<file path="config.mk">
export PLATFORM = sky130hd
export DESIGN_NAME = cpu_irq_mask_unit
export DESIGN_NICKNAME = d
export VERILOG_FILES = /design/src/rtl/cim_pkg.sv /design/src/rtl/cim_decode.sv /design/src/rtl/cim_mask_bank.sv /design/src/rtl/cim_line_gen.sv /design/src/rtl/cpu_irq_mask_unit.sv
export SDC_FILE = /design/constraint.sdc
export NUM_CORES = 1
export LEC_CHECK = 0
export BUFFER_PORTS_ARGS = -buffer_cell sky130_fd_sc_hd__buf_2
export CAP_MARGIN = 0
export CORE_ASPECT_RATIO = 1.4
export CORE_MARGIN = 4
export CORE_UTILIZATION = 35
export DETAILED_ROUTE_END_ITERATION = 7
export PLACE_DENSITY = 0.48
export SLEW_MARGIN = 20
export SYNTH_ARGS = -nofsm -noshare
export SYNTH_HDL_FRONTEND = slang
export SYNTH_SLANG_ARGS = --single-unit
</file>
<file path="constraint.sdc">
create_clock -name clk -period 2.7 [get_ports clk]
set_input_delay 0.27 -clock clk [delete_from_list [all_inputs] [get_ports clk]]
set_output_delay 0.27 -clock clk [all_outputs]
set_load 0.05 [all_outputs]
</file>
<file path="src/rtl/cim_pkg.sv">
package cim_pkg;
  typedef enum logic [1:0] {
    SEL_MASK = 2'd0,
    SEL_MREQ = 2'd1,
    SEL_RAW  = 2'd2,
    SEL_NONE = 2'd3
  } cim_sel_e;

  localparam logic [1:0] SIZE_DWORD = 2'd3;
  localparam int         IDX_LSB    = 6;
  localparam int         ENT_LSB    = 4;
  localparam int         ENT_W      = 6;
endpackage

</file>
<file path="src/rtl/cim_decode.sv">
module cim_decode
  import cim_pkg::*;
#(
  parameter int ADDR_W  = 16,
  parameter int NUM_CPU = 4,
  parameter int CPU_W   = $clog2(NUM_CPU)
) (
  input  logic [ADDR_W-1:0] addr,
  input  logic [1:0]        size,
  input  logic              write,
  output cim_sel_e          sel,
  output logic [CPU_W-1:0]  cpu,
  output logic              err
);
  localparam int ALT_MASK_BIT = ADDR_W - 1;
  localparam int ALT_REQ_BIT  = ADDR_W - 2;
  localparam int IDX_W        = ALT_REQ_BIT - IDX_LSB;

  logic [ENT_W-1:0] entry;
  logic [IDX_W-1:0] idx;

  always_comb begin
    entry = addr[ENT_LSB +: ENT_W];
    idx   = addr[ALT_REQ_BIT-1:IDX_LSB];
    sel   = SEL_NONE;
    cpu   = '0;
    if (addr[ALT_MASK_BIT]) begin
      if (int'(entry) < NUM_CPU) begin
        sel = SEL_MASK;
        cpu = entry[CPU_W-1:0];
      end
    end else if (addr[ALT_REQ_BIT]) begin
      if (int'(entry) < NUM_CPU) begin
        sel = SEL_MREQ;
        cpu = entry[CPU_W-1:0];
      end
    end else if (int'(idx) < NUM_CPU) begin
      sel = SEL_MASK;
      cpu = idx[CPU_W-1:0];
    end else if (int'(idx) < 2 * NUM_CPU) begin
      sel = SEL_MREQ;
      cpu = CPU_W'(int'(idx) - NUM_CPU);
    end else if (int'(idx) == 2 * NUM_CPU) begin
      sel = SEL_RAW;
    end
    err = (size != SIZE_DWORD) || (sel == SEL_NONE) ||
          (write && (sel != SEL_MASK));
  end
endmodule

</file>
<file path="src/rtl/cim_mask_bank.sv">
module cim_mask_bank #(
  parameter int NUM_CPU = 4,
  parameter int DATA_W  = 64,
  parameter int CPU_W   = $clog2(NUM_CPU)
) (
  input  logic                           clk,
  input  logic                           rst,
  input  logic                           wr_en,
  input  logic [CPU_W-1:0]               wr_cpu,
  input  logic [DATA_W-1:0]              wr_data,
  input  logic [DATA_W-1:0]              raw,
  output logic [NUM_CPU-1:0][DATA_W-1:0] mask,
  output logic [NUM_CPU-1:0]             post,
  output logic [NUM_CPU-1:0]             clr
);
  for (genvar g = 0; g < NUM_CPU; g++) begin : g_cpu
    logic [DATA_W-1:0] m_q;
    logic              post_q;
    logic              clr_q;
    logic              hit;
    logic [DATA_W-1:0] changed;

    assign hit     = wr_en && (wr_cpu == CPU_W'(g));
    assign changed = m_q ^ wr_data;

    always_ff @(posedge clk) begin
      if (rst) begin
        m_q    <= '0;
        post_q <= 1'b0;
        clr_q  <= 1'b0;
      end else begin
        post_q <= hit && (|(changed & wr_data & raw));
        clr_q  <= hit && (|(m_q & ~wr_data & raw));
        if (hit) m_q <= wr_data;
      end
    end

    assign mask[g] = m_q;
    assign post[g] = post_q;
    assign clr[g]  = clr_q;
  end
endmodule

</file>
<file path="src/rtl/cim_line_gen.sv">
module cim_line_gen #(
  parameter int NUM_CPU = 4,
  parameter int DATA_W  = 64
) (
  input  logic [NUM_CPU-1:0][DATA_W-1:0] mask,
  input  logic [DATA_W-1:0]              raw,
  output logic [NUM_CPU-1:0][DATA_W-1:0] mreq,
  output logic [NUM_CPU-1:0]             line
);
  for (genvar g = 0; g < NUM_CPU; g++) begin : g_line
    assign mreq[g] = mask[g] & raw;
    assign line[g] = |mreq[g];
  end
endmodule

</file>
<file path="src/rtl/cpu_irq_mask_unit.sv">
module cpu_irq_mask_unit
  import cim_pkg::*;
#(
  parameter int NUM_CPU = 4,
  parameter int DATA_W  = 64,
  parameter int ADDR_W  = 16
) (
  input  logic               clk,
  input  logic               rst,
  input  logic               req_valid,
  input  logic               req_write,
  input  logic [ADDR_W-1:0]  req_addr,
  input  logic [1:0]         req_size,
  input  logic [DATA_W-1:0]  req_wdata,
  input  logic [DATA_W-1:0]  dev_req,
  output logic               resp_valid,
  output logic               resp_err,
  output logic [DATA_W-1:0]  resp_rdata,
  output logic [NUM_CPU-1:0] irq_lvl1,
  output logic [NUM_CPU-1:0] irq_post,
  output logic [NUM_CPU-1:0] irq_clr
);
  localparam int CPU_W = $clog2(NUM_CPU);

  cim_sel_e                      dec_sel;
  logic [CPU_W-1:0]              dec_cpu;
  logic                          dec_err;
  logic [DATA_W-1:0]             raw_q;
  logic [NUM_CPU-1:0][DATA_W-1:0] mask_q;
  logic [NUM_CPU-1:0][DATA_W-1:0] mreq;
  logic [DATA_W-1:0]             rd_mux;
  logic                          mask_we;

  cim_decode #(.ADDR_W(ADDR_W), .NUM_CPU(NUM_CPU), .CPU_W(CPU_W)) u_dec (
    .addr  (req_addr),
    .size  (req_size),
    .write (req_write),
    .sel   (dec_sel),
    .cpu   (dec_cpu),
    .err   (dec_err)
  );

  // raw requests are sampled each cycle; no reset is needed on a pure sampler
  always_ff @(posedge clk) raw_q <= dev_req;

  assign mask_we = req_valid && req_write && !dec_err;

  cim_mask_bank #(.NUM_CPU(NUM_CPU), .DATA_W(DATA_W), .CPU_W(CPU_W)) u_bank (
    .clk     (clk),
    .rst     (rst),
    .wr_en   (mask_we),
    .wr_cpu  (dec_cpu),
    .wr_data (req_wdata),
    .raw     (raw_q),
    .mask    (mask_q),
    .post    (irq_post),
    .clr     (irq_clr)
  );

  cim_line_gen #(.NUM_CPU(NUM_CPU), .DATA_W(DATA_W)) u_line (
    .mask (mask_q),
    .raw  (raw_q),
    .mreq (mreq),
    .line (irq_lvl1)
  );

  always_comb begin
    unique case (dec_sel)
      SEL_MASK: rd_mux = mask_q[dec_cpu];
      SEL_MREQ: rd_mux = mreq[dec_cpu];
      SEL_RAW:  rd_mux = raw_q;
      default:  rd_mux = '0;
    endcase
  end

  always_ff @(posedge clk) begin
    if (rst) begin
      resp_valid <= 1'b0;
      resp_err   <= 1'b0;
      resp_rdata <= '0;
    end else begin
      resp_valid <= req_valid;
      resp_err   <= req_valid && dec_err;
      resp_rdata <= (req_valid && !req_write && !dec_err) ? rd_mux : '0;
    end
  end
endmodule

</file>
==> impl_metrics.yaml <==
sta:
  hold_violations: 0
  setup_viol: 4
  worst-slew-pin-transition_ns: 1.04
  min_period_ns: 2.90
  slew_viol_final: 0
  fin_worst_skew_ns: 0.0299
  slew_headroom_pct: 30.8
  hold_ws_ns: 0.0201
  min_period_over_period_pct: 107
  finalSetupTns_ns: -0.575
  max_freq_mhz: 345
  rsz0062_at_grt: "true"
  finalWorstSetupSlack_ns: -0.197
pwr:
  combPwrFrac_pct: 11.1
  power_density_nw_per_um2: 514
  switching_share_pct: 28.9
  ir_worst_vdd_v: 0.000492
  p_sw_mw: 4.11
  pwr-share-clk_pct: 46.4
  p_leak_nw: 12.7
  p_int_mw: 10.1
  seq_power_share_pct: 42.4
  p_total_mw: 14.2
synth:
  ys_seq_area_share_pct: 39.4
  avgSynthCellArea_um2: 9.20
  synth_nets: 2324
  ys_types: 52
  async_flop_share_pct: 0
  synth_top_area_share_pct: 39.4
  synth_area_um2: 20000
  yosysWarnings: 0
  ys_top_cells_by_area: "dfxtp_1, mux2i_1, nand2_1"
  synth_flop_cell: "dfxtp_1"
  yosysTopAreaCell: "dfxtp_1"
  ys_ff_latch: 394
  synthCells: 2174
  synth_edf_count: 0
drt:
  vias_per_cell: 7.07
  wl_mm: 168
  antenna_left: 0
  wl_per_cell_um: 47.3
  drt_pass1_iterations: 8
  drc_errors: 33
  drt-initial-drc-count: 4711
  vias: 25100
critical_path:
  critPathArrivalTime_ns: 2.63
  cp_max_fo: 5
  crit_required_ns: 2.43
  endpoint_kind: "output port"
  regToRegSetupSlack_ns: 0.04
  setup.worst_path.class: "reg2out"
  critPathLaunchType: "flop"
die:
  rows: 103
  start_util_pct: 35.4
  dieHeight_um: 291
  dieWidth_um: 210
  fp.coreArea_um2: 56400
  dieArea_um2: 61100
  ios: 228
clocking:
  ctsLongestPathBuffers: 3
  htreeDepth: 2
  clock_latency_ns: 0.62
  clkTransAtPathRegs_ns: 0.06
  cts_buffers: 43
  cts_tree: "done"
  cts.sinks: 394
  clock_tree.root_cell: "clkbuf_16"
job:
  drv_cap: 0
global_routing:
  grt.overflow.total: 0
  grt_first_pass_wirelength_mm: 219
  grt_max_degree: 169
  grt_pass1_vias: 23900
  antenna_found_initial: 20
  grtUsageTotal_pct: 52.4
final_layout:
  drive_gt1_share_pct: 30.9
  finalNetCount: 2907
  fin_cells: 3542
  fillerInstances: 5280
  area_growth_pct: 38.2
placed_design:
  port_buffers: 223
  placedCellCount: 3366
  hpwl_mm: 131
  gp_congestion: 1.16
run_status:
  status: "complete, but fails checks"
  violations: "DRC, setup timing"
worst_hold_path:
  hp-class: "in2reg"
-- logic make-up after synthesis --
group                  count (synthesis)  synth area share (%)
and+or+nand+nor                      744                  18.7
AOI/OAI and AO/OA                    518                  20.4
DFF                                  394                  39.4
muxes                                350                  17.5
buffers and inverters                168                  3.92
-- placed cells by master (no fill, tap or decap), drive strengths merged, types with 13 or more instances in the layout --
cell type and count:
clkinv 13, a2111oi 22, a221oi 99, nand3 14, inv 18, dfxtp 394, nor2b 54, o21a 17
a311oi 19, o22ai 84, buf 628, a211oi 19, nand4 37, clkbuf 51, diode 17, and3b 63
dlygate4sd3 66, o2111ai 19, nor2 15, nor4 19, nor3 24, a22o 53, a22oi 97, nand3b 61
mux2i 350, nand2 441, o21ai 65
-- per-layer routing --
layer / share of wire, % / wire, µm / track usage, %
met1: 33 / 54700 / 57.4
met2: 41 / 68200 / 75.7
met3: 13 / 21800 / 19.7
met4: 14 / 23000 / 51.8
met5: 0.016 / 27 / 0.0802
-- path summary, 6_finish.rpt --
check | from | end | depth (start not counted)
worst min register to register | u_bank.g_cpu[0].m_q[38] | u_bank.g_cpu[0].m_q[38] | 2
worst max register to register | raw_q[37] | u_bank.g_cpu[1].clr_q | 8
worst max-delay path | u_bank.g_cpu[1].m_q[9] | irq_lvl1[1] | 5
worst min-delay path | rst | u_bank.g_cpu[3].post_q | 2
-- critical path: stages (launching register included) --
cell	delay (ns)
dfxtp_1	0.51
a22o_1	0.31
a221oi_1	0.26
nand4_1	0.20
or4_4	0.55
buf_8	0.17
-- through the flow --
stage / area (µm²) / setup WS (ns) / utilization (%)
6_report: 27600 / -0.197 / 48.9
5_1_grt: 27600 / -0.182 / 48.9
4_1_cts: 27200 / -0.196 / 48.3
2_1_floorplan: 20000 / 0.472 / -
3_5_place_dp: 24600 / -0.270 / 43.6
3_3_place_gp: 24600 / -0.242 / 43.6
-- sequential cells by signal, summed over array words and instances, names as in the netlist --
name,count
u_bank.g_cpu.clr_q,4
u_bank.g_cpu.m_q,256
resp_rdata,64
resp_err,1
resp_valid,1
raw_q,64
u_bank.g_cpu.post_q,4
-- repair_timing --
action | 4_1_cts | 5_1_grt
hold endpoints to repair | 66 | 0
gates resized for setup | 101 | 71
hold buffers | 66 | 0
setup endpoints to repair | 6 | 8
setup buffers | 10 | 7
pin swaps | 13 | 17
-- Yosys cell counts (2+ instances only) --
library cell,instances
dfxtp_1,394
o22ai_1,84
nor3_1,24
clkbuf_1,101
and4_1,5
nand4_1,37
a2111oi_0,21
nor2_1,15
or4_1,4
and3b_1,63
o221ai_1,2
a311oi_1,19
a32oi_1,9
a21oi_1,2
nand3b_1,61
o2111ai_1,19
o22a_1,4
and3_1,2
nand2_1,441
nand3_1,14
buf_2,30
a22oi_1,97
nor2b_1,54
a221oi_1,75
o21a_1,17
inv_1,11
a22o_1,53
nor4_1,17
buf_8,3
a221oi_2,24
buf_6,3
o21ai_0,65
buf_1,3
buf_4,16
a211oi_1,19
mux2i_1,350
-- power by group through the flow --
| stage | Combinational [mW] | Sequential [mW] | Clock (mW) |
|---|---|---|---|
| 6_report | 1.58 | 6.03 | 6.59 |
| 5_1_grt | 1.55 | 6.01 | 6.74 |
| 4_1_cts | 1.45 | 6.01 | 6.55 |
| 3_5_place_dp | 1.34 | 6.13 | 0 |
| 3_3_place_gp | 1.34 | 6.13 | 0 |
| 2_1_floorplan | 0.465 | 6.04 | 0 |
-- layout make-up --
cell class | instances | area, µm² | share of cell area, %
antenna | 17 | 42.5 | 0.154
clock buffer | 51 | 1170 | 4.23
clock inverter | 27 | 348 | 1.26
inverter | 12 | 52.6 | 0.190
multi-input combinational | 1612 | 11900 | 43.1
sequential | 394 | 7980 | 28.9
tap | 735 | 920 | 3.33
timing repair buffer | 694 | 5200 | 18.8
No activity file was read; power rests on OpenSTA's default activity.
